File: config.mk
export PLATFORM = sky130hd
export DESIGN_NAME = dma_engine
export DESIGN_NICKNAME = d
export VERILOG_FILES = /design/src/rtl/dma_eng_pkg.sv /design/src/rtl/dma_addr_step.sv /design/src/rtl/dma_byte_count.sv /design/src/rtl/dma_seq.sv /design/src/rtl/dma_engine.sv
export SDC_FILE = /design/constraint.sdc
export NUM_CORES = 1
export LEC_CHECK = 0
export BUFFER_PORTS_ARGS = -buffer_cell sky130_fd_sc_hd__buf_2
export CORE_MARGIN = 3
export CORE_UTILIZATION = 40
export CTS_BUF_LIST = sky130_fd_sc_hd__clkbuf_4 sky130_fd_sc_hd__clkbuf_8
export DETAILED_ROUTE_END_ITERATION = 6
export HOLD_SLACK_MARGIN = 0.02
export PLACE_DENSITY = 0.73
export SLEW_MARGIN = 20
export SYNTH_ARGS = -nofsm -noshare
export SYNTH_HDL_FRONTEND = slang
export SYNTH_SLANG_ARGS = --single-unit
File: constraint.sdc
create_clock -name clk_i -period 2.3 [get_ports clk_i]
set_input_delay 0.115 -clock clk_i [delete_from_list [all_inputs] [get_ports clk_i]]
set_output_delay 0.115 -clock clk_i [all_outputs]
set_load 0.02 [all_outputs]
File: src/rtl/dma_eng_pkg.sv
package dma_eng_pkg;

  typedef enum logic [1:0] {ST_IDLE, ST_READ, ST_WRITE} seq_state_e;

  localparam logic [1:0] IDX_SRC  = 2'd0;
  localparam logic [1:0] IDX_DST  = 2'd1;
  localparam logic [1:0] IDX_STAT = 2'd2;
  localparam logic [1:0] IDX_CTRL = 2'd3;

  localparam int FLAG_LSB  = 24;
  localparam int START_BIT = 9;
  localparam int CTRL_W    = 9;

  // packs to bits [5:0]: done is bit 0
  typedef struct packed {
    logic cfg_err;
    logic src_err;
    logic dst_err;
    logic pend;
    logic busy;
    logic done;
  } flags_t;

  typedef struct packed {
    logic [1:0] dst_unit;
    logic [1:0] src_unit;
    logic       dst_inc;
    logic       src_inc;
    logic       steal;
    logic       req_en;
    logic       irq_en;
  } ctrl_t;

  function automatic logic [2:0] unit_bytes(input logic [1:0] code);
    case (code)
      2'd0:    return 3'd4;
      2'd1:    return 3'd1;
      2'd2:    return 3'd2;
      default: return 3'd0;
    endcase
  endfunction

endpackage

File: src/rtl/dma_addr_step.sv
module dma_addr_step
  import dma_eng_pkg::*;
#(
  parameter int ADDR_W = 32
) (
  input  logic              clk_i,
  input  logic              rst_ni,
  input  logic              load_i,
  input  logic [ADDR_W-1:0] load_val_i,
  input  logic              step_i,
  input  logic              inc_i,
  input  logic [1:0]        unit_i,
  output logic [ADDR_W-1:0] addr_o
);

  logic [ADDR_W-1:0] addr_q;

  always_ff @(posedge clk_i or negedge rst_ni) begin
    if (!rst_ni)              addr_q <= '0;
    else if (load_i)          addr_q <= load_val_i;
    else if (step_i && inc_i) addr_q <= addr_q + ADDR_W'(unit_bytes(unit_i));
  end

  assign addr_o = addr_q;

endmodule

File: src/rtl/dma_byte_count.sv
module dma_byte_count
  import dma_eng_pkg::*;
#(
  parameter int CNT_W = 24
) (
  input  logic             clk_i,
  input  logic             rst_ni,
  input  logic             load_i,
  input  logic [CNT_W-1:0] load_val_i,
  input  logic             step_i,
  input  logic [1:0]       src_unit_i,
  input  logic [1:0]       dst_unit_i,
  output logic [CNT_W-1:0] cnt_o,
  output logic             last_o,
  output logic             cfg_bad_o
);

  logic [CNT_W-1:0] cnt_q;
  logic [CNT_W-1:0] ub;
  logic [CNT_W-1:0] misalign;

  assign ub       = CNT_W'(unit_bytes(src_unit_i));
  assign misalign = cnt_q & (ub - CNT_W'(1));

  always_ff @(posedge clk_i or negedge rst_ni) begin
    if (!rst_ni)     cnt_q <= '0;
    else if (load_i) cnt_q <= load_val_i;
    else if (step_i) cnt_q <= cnt_q - ub;
  end

  assign cnt_o     = cnt_q;
  assign last_o    = (cnt_q == ub);
  assign cfg_bad_o = (src_unit_i != dst_unit_i) || (ub == '0) ||
                     (cnt_q == '0) || (misalign != '0);

endmodule

File: src/rtl/dma_seq.sv
module dma_seq
  import dma_eng_pkg::*;
(
  input  logic   clk_i,
  input  logic   rst_ni,
  input  logic   start_i,
  input  logic   hreq_i,
  input  logic   req_en_i,
  input  logic   steal_i,
  input  logic   clear_i,
  input  logic   cfg_bad_i,
  input  logic   last_i,
  input  logic   mem_ack_i,
  input  logic   mem_err_i,
  output logic   rd_o,
  output logic   wr_o,
  output logic   rd_ok_o,
  output logic   step_o,
  output flags_t flags_o
);

  seq_state_e st_q;
  flags_t     fl_q;
  logic       launch;

  // a parked continuous run restarts on its own once requests are enabled again
  assign launch = (st_q == ST_IDLE) && !fl_q.done &&
                  (fl_q.pend || (fl_q.busy && !steal_i && req_en_i));

  always_ff @(posedge clk_i or negedge rst_ni) begin
    if (!rst_ni) begin
      st_q <= ST_IDLE;
      fl_q <= '0;
    end else begin
      if (clear_i) begin
        fl_q.done    <= 1'b0;
        fl_q.src_err <= 1'b0;
        fl_q.dst_err <= 1'b0;
        fl_q.cfg_err <= 1'b0;
        fl_q.pend    <= 1'b0;
      end
      if (!fl_q.done && (start_i || hreq_i)) fl_q.pend <= 1'b1;
      case (st_q)
        ST_IDLE: begin
          if (launch) begin
            fl_q.pend <= 1'b0;
            if (cfg_bad_i) begin
              fl_q.cfg_err <= 1'b1;
              fl_q.done    <= 1'b1;
              fl_q.busy    <= 1'b0;
            end else begin
              fl_q.busy <= 1'b1;
              st_q      <= ST_READ;
            end
          end
        end
        ST_READ: begin
          if (mem_ack_i) begin
            if (mem_err_i) begin
              fl_q.src_err <= 1'b1;
              fl_q.done    <= 1'b1;
              fl_q.busy    <= 1'b0;
              fl_q.pend    <= 1'b0;
              st_q         <= ST_IDLE;
            end else begin
              st_q <= ST_WRITE;
            end
          end
        end
        ST_WRITE: begin
          if (mem_ack_i) begin
            if (mem_err_i) begin
              fl_q.dst_err <= 1'b1;
              fl_q.done    <= 1'b1;
              fl_q.busy    <= 1'b0;
              fl_q.pend    <= 1'b0;
              st_q         <= ST_IDLE;
            end else if (last_i) begin
              fl_q.done <= 1'b1;
              fl_q.busy <= 1'b0;
              fl_q.pend <= 1'b0;
              st_q      <= ST_IDLE;
            end else if (!steal_i && req_en_i) begin
              st_q <= ST_READ;
            end else begin
              st_q <= ST_IDLE;
            end
          end
        end
        default: st_q <= ST_IDLE;
      endcase
    end
  end

  assign rd_o    = (st_q == ST_READ);
  assign wr_o    = (st_q == ST_WRITE);
  assign rd_ok_o = rd_o && mem_ack_i && !mem_err_i;
  assign step_o  = wr_o && mem_ack_i && !mem_err_i;
  assign flags_o = fl_q;

endmodule

File: src/rtl/dma_engine.sv
module dma_engine
  import dma_eng_pkg::*;
#(
  parameter int ADDR_W = 32,
  parameter int DATA_W = 32,
  parameter int CNT_W  = 24
) (
  input  logic              clk_i,
  input  logic              rst_ni,
  input  logic              reg_we_i,
  input  logic [3:0]        reg_addr_i,
  input  logic [31:0]       reg_wdata_i,
  output logic [31:0]       reg_rdata_o,
  input  logic              xfer_req_i,
  output logic              mem_req_o,
  output logic              mem_we_o,
  output logic [ADDR_W-1:0] mem_addr_o,
  output logic [1:0]        mem_size_o,
  output logic [DATA_W-1:0] mem_wdata_o,
  input  logic [DATA_W-1:0] mem_rdata_i,
  input  logic              mem_ack_i,
  input  logic              mem_err_i,
  output logic              irq_o
);

  localparam int SIDES = 2;

  logic [1:0]        idx;
  ctrl_t             ctrl_q;
  flags_t            flags;
  logic [CNT_W-1:0]  cnt_q;
  logic [DATA_W-1:0] data_q;
  logic              cnt_load, clear, start, hreq;
  logic              rd, wr, rd_ok, step, last, cfg_bad;
  logic [ADDR_W-1:0] side_addr [SIDES];
  logic              side_load [SIDES];
  logic              side_inc  [SIDES];
  logic [1:0]        side_unit [SIDES];
  logic [1:0]        unused_addr_lsb;

  assign idx             = reg_addr_i[3:2];
  assign unused_addr_lsb = reg_addr_i[1:0];
  assign cnt_load = reg_we_i && (idx == IDX_STAT) && !reg_wdata_i[FLAG_LSB];
  assign clear    = reg_we_i && (idx == IDX_STAT) &&  reg_wdata_i[FLAG_LSB];
  assign start    = reg_we_i && (idx == IDX_CTRL) &&  reg_wdata_i[START_BIT];
  assign hreq     = xfer_req_i && ctrl_q.req_en;

  always_ff @(posedge clk_i or negedge rst_ni) begin
    if (!rst_ni)                           ctrl_q <= '0;
    else if (reg_we_i && idx == IDX_CTRL)  ctrl_q <= ctrl_t'(reg_wdata_i[CTRL_W-1:0]);
  end

  always_ff @(posedge clk_i or negedge rst_ni) begin
    if (!rst_ni)    data_q <= '0;
    else if (rd_ok) data_q <= mem_rdata_i;
  end

  assign side_load[0] = reg_we_i && (idx == IDX_SRC);
  assign side_load[1] = reg_we_i && (idx == IDX_DST);
  assign side_inc[0]  = ctrl_q.src_inc;
  assign side_inc[1]  = ctrl_q.dst_inc;
  assign side_unit[0] = ctrl_q.src_unit;
  assign side_unit[1] = ctrl_q.dst_unit;

  for (genvar s = 0; s < SIDES; s++) begin : g_side
    dma_addr_step #(.ADDR_W(ADDR_W)) i_addr (
      .clk_i      (clk_i),
      .rst_ni     (rst_ni),
      .load_i     (side_load[s]),
      .load_val_i (reg_wdata_i[ADDR_W-1:0]),
      .step_i     (step),
      .inc_i      (side_inc[s]),
      .unit_i     (side_unit[s]),
      .addr_o     (side_addr[s])
    );
  end

  dma_byte_count #(.CNT_W(CNT_W)) i_count (
    .clk_i      (clk_i),
    .rst_ni     (rst_ni),
    .load_i     (cnt_load),
    .load_val_i (reg_wdata_i[CNT_W-1:0]),
    .step_i     (step),
    .src_unit_i (ctrl_q.src_unit),
    .dst_unit_i (ctrl_q.dst_unit),
    .cnt_o      (cnt_q),
    .last_o     (last),
    .cfg_bad_o  (cfg_bad)
  );

  dma_seq i_seq (
    .clk_i     (clk_i),
    .rst_ni    (rst_ni),
    .start_i   (start),
    .hreq_i    (hreq),
    .req_en_i  (ctrl_q.req_en),
    .steal_i   (ctrl_q.steal),
    .clear_i   (clear),
    .cfg_bad_i (cfg_bad),
    .last_i    (last),
    .mem_ack_i (mem_ack_i),
    .mem_err_i (mem_err_i),
    .rd_o      (rd),
    .wr_o      (wr),
    .rd_ok_o   (rd_ok),
    .step_o    (step),
    .flags_o   (flags)
  );

  assign mem_req_o   = rd || wr;
  assign mem_we_o    = wr;
  assign mem_addr_o  = rd ? side_addr[0] : side_addr[1];
  assign mem_size_o  = rd ? ctrl_q.src_unit : ctrl_q.dst_unit;
  assign mem_wdata_o = data_q;
  assign irq_o       = flags.done && ctrl_q.irq_en;

  always_comb begin
    reg_rdata_o = '0;
    case (idx)
      IDX_SRC:  reg_rdata_o = 32'(side_addr[0]);
      IDX_DST:  reg_rdata_o = 32'(side_addr[1]);
      IDX_STAT: begin
        reg_rdata_o[CNT_W-1:0]          = cnt_q;
        reg_rdata_o[FLAG_LSB+5:FLAG_LSB] = flags;
      end
      default:  reg_rdata_o[CTRL_W-1:0] = ctrl_q;
    endcase
  end

endmodule

### After elaboration in Yosys (flattened, before gate mapping)

Cells that the tools add are included.

* bits in registers: 137
* output and inout bits: 101

* reduce and logical (&&, ||, !) cells: 44
* eq/ne operators: 17
* add/subtract/negate cells: 4
* bitwise operators: 1
* mux-type cells: 46

Operators with widths (count)
* 32-bit 2-to-1 mux: 5
* 32-bit by 3-bit adder with 32-bit output: 2
* 21-bit one-hot mux with 3 select lines: 1
* 24-bit logical NOT: 2
* 24-bit 2-to-1 mux: 2
* 3-bit 2-to-1 mux: 9
* 3-bit one-hot mux with 3 select lines: 3
* 9-bit one-hot mux with 3 select lines: 1
* 24-bit bitwise AND: 1
* 24-bit by 3-bit == test with 1-bit output: 1
* 24-bit nonzero test: 1
* 24-bit by 3-bit subtractor with 24-bit output: 1
* 1-bit logical AND: 21
* 1-bit 2-to-1 mux: 14
* 2-bit 2-to-1 mux: 7
* 2-bit == test (second input constant): 5
* 2-bit by 1-bit == test with 1-bit output (second input constant): 4
* 2-bit logical NOT: 4
* 4-bit 2-to-1 mux: 2
* 2-bit != test (second input constant): 4
* 1-bit logical OR: 6
* 2-bit one-hot mux with 3 select lines: 1
* 6-bit AND reduction: 1
* 2-bit nonzero test: 3
* 8 further kinds: 11

### Longest topological paths before layout

Gate-level depths: netlist of run 1.

* depth in word-level cells: 10
* depth in mapped cells: 10
* gate-level depth less buffers: 9

### Modules after synthesis

Synthesis of run 1 repeated with hierarchy kept, for this count alone.

* cells, all modules: 913
* area total of the unflattened synthesis: 8893.5 um2

By module, submodules not included
* dma_engine: cells an instance 201, times used 1, sequential area each 1026.0 um2, area each 2705.1 um2
* dma_addr_step (g_side[1].i_addr): cells an instance 256, times used 1, sequential area each 800.8 um2, area each 2140.8 um2
* dma_addr_step (g_side[0].i_addr): cells an instance 225, times used 1, sequential area each 800.8 um2, area each 1979.4 um2
* dma_byte_count: cells an instance 193, times used 1, sequential area each 600.6 um2, area each 1651.6 um2
* dma_seq: cells an instance 38, times used 1, sequential area each 200.2 um2, area each 416.6 um2

### Least setup slack after synthesis of run 1

Ideal clock, no wire load.

* kind: register to register
* from: reg i_seq.st_q[0]
* to: reg g_side[1].i_addr.addr_q[29]
* period minus slack after synthesis: 2.530 ns
* stages on the path, launching flop included: 10
* setup slack: -0.230 ns
* arrival time: 2.448 ns
* path buffers: 2
* path through: dfrtp_1 -> inv_1 -> ha_1 -> clkbuf_1 -> and4b_1 -> buf_2 -> and4_1 -> nand4_1 -> or4_1 -> a31oi_1

* longest elaborated chain between the ends: 5

RTL lines
* start: declaration: line dma_seq.sv:22 `seq_state_e st_q;`
* start signal: assignment: line dma_seq.sv:32 `st_q <= ST_IDLE;`
* start signal: assignment: line dma_seq.sv:53 `st_q <= ST_READ;`
* start signal: assignment: line dma_seq.sv:64 `st_q <= ST_IDLE;`
* 2-bit == test: line dma_seq.sv:96 `assign wr_o = (st_q == ST_WRITE);`
* named net mem_we_o: line dma_engine.sv:16 `output logic mem_we_o,`
* 1-bit logical AND (2 in series): line dma_seq.sv:98 `assign step_o = wr_o && mem_ack_i && !mem_err_i;`
* 1-bit logical AND: line dma_addr_step.sv:21 `else if (step_i && inc_i) addr_q <= addr_q + ADDR_W'(unit_bytes(unit_i));`
* 2-bit nonzero test (no line)
* end signal: assignment: line dma_addr_step.sv:20 `else if (load_i) addr_q <= load_val_i;`
* end signal: assignment: line dma_addr_step.sv:21
* end: declaration: line dma_addr_step.sv:16 `logic [ADDR_W-1:0] addr_q;`

The timed path passes the listed nets, and every way through them passes these cells.
A chain may end at the register's enable or synchronous reset.

### Worst setup path after layout of run 1

* from: reg i_count.cnt_q[20], in the netlist i_count.cnt_o[20]
* to: reg i_seq.st_q[0]

* longest elaborated chain between the ends: 5

RTL lines
* start: declaration: line dma_byte_count.sv:18 `logic [CNT_W-1:0] cnt_q;`
* start signal: assignment: line dma_byte_count.sv:27 `else if (load_i) cnt_q <= load_val_i;`
* start signal: assignment: line dma_byte_count.sv:28 `else if (step_i) cnt_q <= cnt_q - ub;`
* 24-bit by 3-bit == test with 1-bit output, or another cell as far along: line dma_byte_count.sv:32 `assign last_o = (cnt_q == ub);`
* 1-bit 2-to-1 mux, or another cell as far along: line dma_seq.sv:78 `end else if (last_i) begin`
* 2-bit 2-to-1 mux or 1-bit logical OR (tied branches): line dma_seq.sv:72, dma_byte_count.sv:34
* 2-bit 2-to-1 mux or 2-bit != test (tied branches)
* 2-bit one-hot mux with 3 select lines or 4-bit AND reduction (tied branches)
* end signal: assignment: line dma_seq.sv:77 `st_q <= ST_IDLE;`
* end signal: assignment: line dma_seq.sv:82 `st_q <= ST_IDLE;`
* end signal: assignment: line dma_seq.sv:84 `st_q <= ST_READ;`

Parallel ways exist; a longest one is shown, timed or not. The select of a mux whose other input is x is not followed.

==> results of run 1 <==
## sequential cells by signal, summed over array words and instances (netlist names)
register              flops
i_seq.flags_o             6
i_seq.st_q                2
mem_wdata_o              32
ctrl_q                    9
g_side.i_addr.addr_o     64
i_count.cnt_o            24
## report_power, final
| part | total [uW] | switching, uW | internal, uW |
|---|---|---|---|
| Clock | 1920 | 1140 | 784 |
| Sequential | 3790 | 694 | 3090 |
| Combinational | 5130 | 2850 | 2280 |
| Total | 10800 | 4680 | 6160 |
## cell families after synthesis
family	share of synthesized area
AO/OA/AOI/OAI	0.1110
XOR/XNOR	0.06415
adder cells (fa/ha/maj)	0.03462
buffers and inverters	0.03418
flip-flops	0.3985
multiplexers	0.1450
AND/OR/NAND/NOR	0.2125
## cell type report
cell class,instances,area [um^2]
fill,1822,9190
multi-input combinational,701,5216
sequential,137,3430
timing repair buffer,347,2466
tap,275,344.1
clock buffer,17,234.0
clock inverter,15,128.9
inverter,21,78.83
## metal layers
layer,share of wire,vias to the layer above
met5,0,-
met4,0.035,0
met3,0.080,87
met2,0.49,475
met1,0.40,4289
li1,-,3943
## critical path, delay by kind of cell, from the launching register on
kind	cells	cell delay [ns]
simple gates	3	1.26
compound gates	2	0.57
flops	1	0.40
## final timing paths
| kind | end | depth (start not counted) |
|---|---|---|
| max | i_seq.st_q[0] | 5 |
| min in group asynchronous | mem_wdata_o[11] | 3 |
| min reg2reg | i_seq.flags_o[5] | 2 |
| min | i_seq.flags_o[4] | 3 |
| max reg2reg | i_seq.st_q[0] | 5 |
| max in group asynchronous | g_side[1].i_addr.addr_o[6] | 3 |
## through the flow
step / worst slack [ns] / instance area (um^2) / utilization
2_1_floorplan: -0.08084 / 8632 / -
3_3_place_gp: -0.3597 / 10320 / 0.4894
3_5_place_dp: -0.2376 / 10330 / 0.4897
4_1_cts: 0.004334 / 11520 / 0.5462
5_1_grt: -0.05795 / 11900 / 0.5642
6_report: -0.004860 / 11900 / 0.5642
## timing repair
action,4_1_cts,5_1_grt
setup endpoints to repair,64,82
gates cloned,0,3
hold buffers,65,0
endpoints found under the hold margin,266,0
setup buffers,9,11
pin swaps,5,15
gates resized for setup,22,51
## placed cells by master (no fill, tap or decap), types with 13 or more instances in the layout
cell type,count
a31oi_1,22
buf_2,171
buf_4,94
clkbuf_8,17
dfrtp_1,136
dlygate4sd3_1,65
inv_1,18
mux2_2,72
mux2i_1,23
nand2_1,126
nand3_1,24
nand4_1,23
nor2_1,44
nor4_1,13
o21ai_0,98
xnor2_1,39
xor2_1,24
==> metrics.yaml, run 1 <==
run_status:
  status: "finished, violations left"
  violations: "setup timing"
power_and_ir_drop:
  power_uw: 10840
  powerDensity_mw_per_mm2: 910.7
  peakVddDrop_mv: 0.5605
  leakage_uw: 0.005091
timing:
  fmax_ghz: 0.4339
  fin_crit_sh: 1.002
  totalNegativeSetupSlack_ns: -0.004860
  finalHoldWorstSlack_ns: 0.09714
  setup_viol: 1
  rsz0062_at_grt: "true"
  worst_slack_ns: -0.004860
  hold_viol: 0
  max-slew-margin-rel: 0.4762
  final_max_slew_viol_count: 0
  max_slew.worst_pin.slew_ns: 0.7858
  fin_skew_ns: 0.01375
  min_period_ns: 2.305
critical_path:
  worst_setup_path_start_kind: "flip-flop"
  cpMaxStageDelayCell: "or4_4"
  cp-end-kind: "flip-flop"
  worstReg2RegStart: "i_count.cnt_o[20]"
  critical_path_class: "reg2reg"
  startpoint: "i_count.cnt_o[20]"
  path_max_fanout: 5
  worstPathRequired_ns: 2.68
  cpPeakStageDelay_ns: 0.57
  path_cells: "or4_4 > or3_4 > o31a_1 > or2_4 > o311ai_4"
  arrival_ns: 2.69
  reg2reg_slack_ns: -0.005
global_routing:
  grt_pass1_vias: 8570
  grt_pass1_wl_um: 46700
  use_met1: 0.3241
  grt_max_degree: 138
  grt_overflow_total: 0
  grtUsageTotal: 0.2489
  antenna_found_initial: 0
  grtUsageMet2: 0.4173
  grt_use_met3: 0.04402
  grt_busiest_layer: "met2"
floorplan:
  coreArea_mm2: 0.02109
  rows: 53
  die_y_um: 152.6
  io_pins: 175
  start_util: 0.4079
  dieArea_mm2: 0.02330
  chipWidth_um: 152.6
layout:
  diodes: 0
  syn_to_final_growth_pct: 38.31
  instances_no_fill: 1513
  layout.nets: 1321
  drive_gt1_frac: 0.3700
logic_synthesis:
  synth_top_area_frac: 0.3985
  synth_area_mm2: 0.008602
  synth_area_per_cell_um2: 9.432
  synth_common_cells: "dfrtp_1, nand2_1, o21ai_0"
  synth_cells: 912
  async_reset_ff_frac: 1.000
  synth-main-ff-cell: "dfrtp_1"
  yosys.cell_count.top_type: "dfrtp_1"
  synth.area.top_cells: "dfrtp_1, mux2_2, o21ai_0, nand2_1, xnor2_1"
  synth_nets: 1008
  ys_warn_count: 0
  ys_types: 61
  ys_seq_elements: 137
  synth_top_cell_by_area: "dfrtp_1"
  seq_area_frac_synth: 0.3985
  synth-edff-count: 0
placement:
  dpl.cell_count: 1393
  io_buffer_count: 172
  detailedPlacementHpwl_um: 20830
  place.gp.congestion: 0.8960
clocking:
  path_clk_slew_ns: 0.09
  htreeDepth: 4
  cts_tree: "done"
  cts_buffers: 17
  insertion_delay_ns: 0.48
  clock_sinks: 137
  cts_root_buf: "clkbuf_8"
  clock_path_buffers: 2
worst_hold_path:
  min_from: "mem_err_i"
  hold_class: "in2reg"
routing:
  via_count: 8794
  drtIter0Drc: 875
  dr.pass1.iters: 5
  ant_nets: 0
  avgRoutedWirePerCell_um: 20.39
  drt-vias-per-instance: 5.812
  route.detailed.drc: 0
  drt_wl_total_um: 30850
job:
  max-cap-violations: 0
No activity file was read; power rests on OpenSTA's default activity.
==> run 2: changes to the inputs <==
--- a/config.mk
+++ b/config.mk
@@ -5,13 +5,14 @@
 export SDC_FILE = /design/constraint.sdc
 export NUM_CORES = 1
 export LEC_CHECK = 0
+export ABC_CLOCK_PERIOD_IN_PS = 2700
 export BUFFER_PORTS_ARGS = -buffer_cell sky130_fd_sc_hd__buf_2
 export CORE_MARGIN = 3
 export CORE_UTILIZATION = 40
 export CTS_BUF_LIST = sky130_fd_sc_hd__clkbuf_4 sky130_fd_sc_hd__clkbuf_8
 export DETAILED_ROUTE_END_ITERATION = 6
 export HOLD_SLACK_MARGIN = 0.02
-export PLACE_DENSITY = 0.73
+export PLACE_DENSITY = 0.7
 export SLEW_MARGIN = 20
 export SYNTH_ARGS = -nofsm -noshare
 export SYNTH_HDL_FRONTEND = slang
==> constraint.sdc (replaced) <==
create_clock -name clk_i -period 2.7 [get_ports clk_i]
set_input_delay 0.135 -clock clk_i [delete_from_list [all_inputs] [get_ports clk_i]]
set_output_delay 0.135 -clock clk_i [all_outputs]
set_load 0.02 [all_outputs]
==> run 2 against run 1 <==
The flow now finishes without violations. Worst hold slack worse by 0.0043 ns. Setup slack better by 0.17 ns. Register-to-register slack better by 0.18 ns. Clock-buffer cell count stayed put. First-iteration DRC count is 33% lower. Cell count is 4.6% lower. Via count is 7.8% lower. Sequential power is 13% lower. Combinational power is 30% lower. Critical endpoint is now mem_addr_o[24]. Largest cell class unchanged.
==> metrics.yaml, run 2 (synthesized netlist as in run 1, its figures left out) <==
timing:
  totalNegativeSetupSlack_ns: 0  # was -0.004860 ns
  setup_viol: 0  # was 1
  final_max_slew_viol_count: 0  # unchanged
  fmax_ghz: 0.3944
  max-slew-margin-rel: 0.5632  # was 0.4762
  min_period_ns: 2.535
  hold_viol: 0  # unchanged
  fin_skew_ns: 0.01252  # was 0.01375 ns
  fin_crit_sh: 0.9390
  rsz0062_at_grt: "false"  # was true
  max_slew.worst_pin.slew_ns: 0.6502  # was 0.7858 ns
routing:
  ant_nets: 0  # unchanged
  drtIter0Drc: 582  # was 875
  via_count: 8106  # was 8794
  route.detailed.drc: 0  # unchanged
  dr.pass1.iters: 5  # unchanged
  drt-vias-per-instance: 5.614  # was 5.812
  drt_wl_total_um: 27580  # was 30850 um
  avgRoutedWirePerCell_um: 19.10  # was 20.39 um
clocking:
  path_clk_slew_ns: 0.09  # about the same
  insertion_delay_ns: 0.47  # was 0.48 ns
  cts_root_buf: "clkbuf_8"  # unchanged
  cts_buffers: 17  # unchanged
  cts_tree: "done"  # unchanged
  clock_path_buffers: 2  # unchanged
  htreeDepth: 4  # unchanged
  clock_sinks: 137  # unchanged
layout:
  diodes: 0  # unchanged
  fillers: 1973  # was 1822
  drive_gt1_frac: 0.2926  # was 0.3700
  register_area_mm2: 0.003428  # was 0.003430 mm^2
  multi_input_area_mm2: 0.004902  # was 0.005216 mm^2
  instances_no_fill: 1444  # was 1513
  mostFrequentLayoutCell: "buf_2"  # unchanged
  final_cell_mix: "buf_2, dfrtp_1, nand2_1"  # unchanged
  largest_register_ff_count: 64  # unchanged
  syn_to_final_growth_pct: 27.87  # was 38.31%
  layout.nets: 1252  # was 1321
placement:
  detailedPlacementHpwl_um: 19980  # was 20830 um
  io_buffer_count: 172  # unchanged
  place.gp.congestion: 0.8980  # was 0.8960
  dpl.cell_count: 1346  # was 1393
global_routing:
  grt_overflow_total: 0  # unchanged
  grt_max_degree: 62  # was 138
  antenna_found_initial: 0  # unchanged
  grtUsageTotal: 0.2359  # was 0.2489
  grt_pass1_wl_um: 44420  # was 46700 um
  grt_pass1_vias: 8063  # was 8570
floorplan:
  coreArea_mm2: 0.02109  # unchanged
  rows: 53  # unchanged
  chipWidth_um: 152.6  # unchanged
  die_y_um: 152.6  # unchanged
  start_util: 0.4079  # unchanged
  dieArea_mm2: 0.02330  # unchanged
  io_pins: 175  # unchanged
critical_path:
  cp-end-kind: "output pin"  # was flip-flop
  critical_path_class: "reg2out"  # was reg2reg
  arrival_ns: 2.40  # was 2.69 ns
  path_max_fanout: 23  # was 5
  path_cells: "inv_1 > ha_2 > buf_12 > mux2_2 > buf_2"  # was or4_4 > or3_4 > o31a_1 > or2_4 > o311ai_4
  worstPathRequired_ns: 2.57  # was 2.68 ns
  worst_setup_path_start_kind: "flip-flop"  # unchanged
  cpMaxStageDelayCell: "ha_2"  # was or4_4
  cpPeakStageDelay_ns: 0.58  # was 0.57 ns
job:
  max-cap-violations: 0  # unchanged
run_status:
  status: "completed"  # was finished, violations left
power_and_ir_drop:
  leakage_uw: 0.004667  # was 0.005091 uW
  p_seq_frac: 0.382  # was 0.350
  internal_power_uw: 4936  # was 6157 uW
  combPwrFrac: 0.418  # was 0.473
  peakVddDrop_mv: 0.3696  # was 0.5605 mV
  netSwitchingPower_uw: 3659  # was 4679 uW
  pwr-share-clk: 0.200  # was 0.177
  powerDensity_mw_per_mm2: 781.4  # was 910.7 mW/mm^2
  p_sw_frac: 0.4257  # was 0.4318
worst_hold_path:
  hold_class: "in2reg"  # unchanged
[run 2: cell count changes in the layout (fill, tap and decap cells not counted), moves of 6 or more]
cell,delta
buf_4,-54
buf_6,-10
nor4_1,+9
ha_1,+7
nor4_2,-7
ha_4,-6
[run 2: power by group through the flow]
stage	clock, uW	sequential [uW]	combinational, uW
after detailed placement	0	3300	3500
after floorplan	0	3420	2020
after global routing	1840	3380	3880
after global placement	0	3270	3450
after CTS	1760	3270	3600
final	1720	3290	3590
[run 2: cell type report]
type                            count  area share
Inverter                           21    0.007166
Clock inverter                     15     0.01399
Timing Repair Buffer              279      0.1689
Clock buffer                       17     0.02127
Sequential cell                   137      0.3117
Tap cell                          275     0.03128
Multi-Input combinational cell    700      0.4457
[run 2: worst max-delay path: cells and delay by family (launching register included)]
family	cells	cell delay [ns]
adder cells (fa/ha/maj)	1	0.58
buffers and inverters	3	0.53
flip-flops	1	0.44
multiplexers	1	0.37
[run 2: worst paths after layout]
| path | end | from | slack [ns] | cells past startpoint |
|---|---|---|---|---|
| worst max-delay path | mem_addr_o[24] | i_seq.st_q[1] | 0.16 | 5 |
| worst min-delay path | i_seq.flags_o[0] | mem_ack_i | 0.09 | 3 |
| worst max register to register | g_side[0].i_addr.addr_o[20] | ctrl_q[5] | 0.18 | 9 |
| worst min register to register | mem_wdata_o[8] | mem_wdata_o[8] | 0.51 | 1 |
| max in group asynchronous | g_side[1].i_addr.addr_o[24] | rst_ni | 1.76 | 3 |
| min in group asynchronous | mem_wdata_o[11] | rst_ni | 0.17 | 2 |
[run 2: routing by layer]
layer	global-route usage	vias to the layer above	share of wire
met5	0	-	0
met4	0.09588	0	0.035
met3	0.03721	71	0.075
met2	0.3890	348	0.48
met1	0.3111	3899	0.41
li1	-	3788	-
[run 2: what timing repair did]
item / CTS / global route
setup endpoints to repair: 0 / 2
buffers inserted: 0 / 1
gates resized for setup: 0 / 0
hold buffers: 65 / 0
hold endpoints to repair: 178 / 0
[run 2: through the flow]
stage          power, uW  setup slack [ns]  cell area [um^2]  utilization  hold slack, ns
2_1_floorplan       5444            0.1698              8602            -         -0.1606
3_3_place_gp        6722            0.2270              9953       0.4720          0.1102
3_5_place_dp        6807            0.1503              9953       0.4720          0.1058
4_1_cts             8623            0.1241             10990       0.5212         0.06435
5_1_grt             9099           0.03229             11000       0.5216         0.08680
6_report            8594            0.1647             11000       0.5216         0.09280
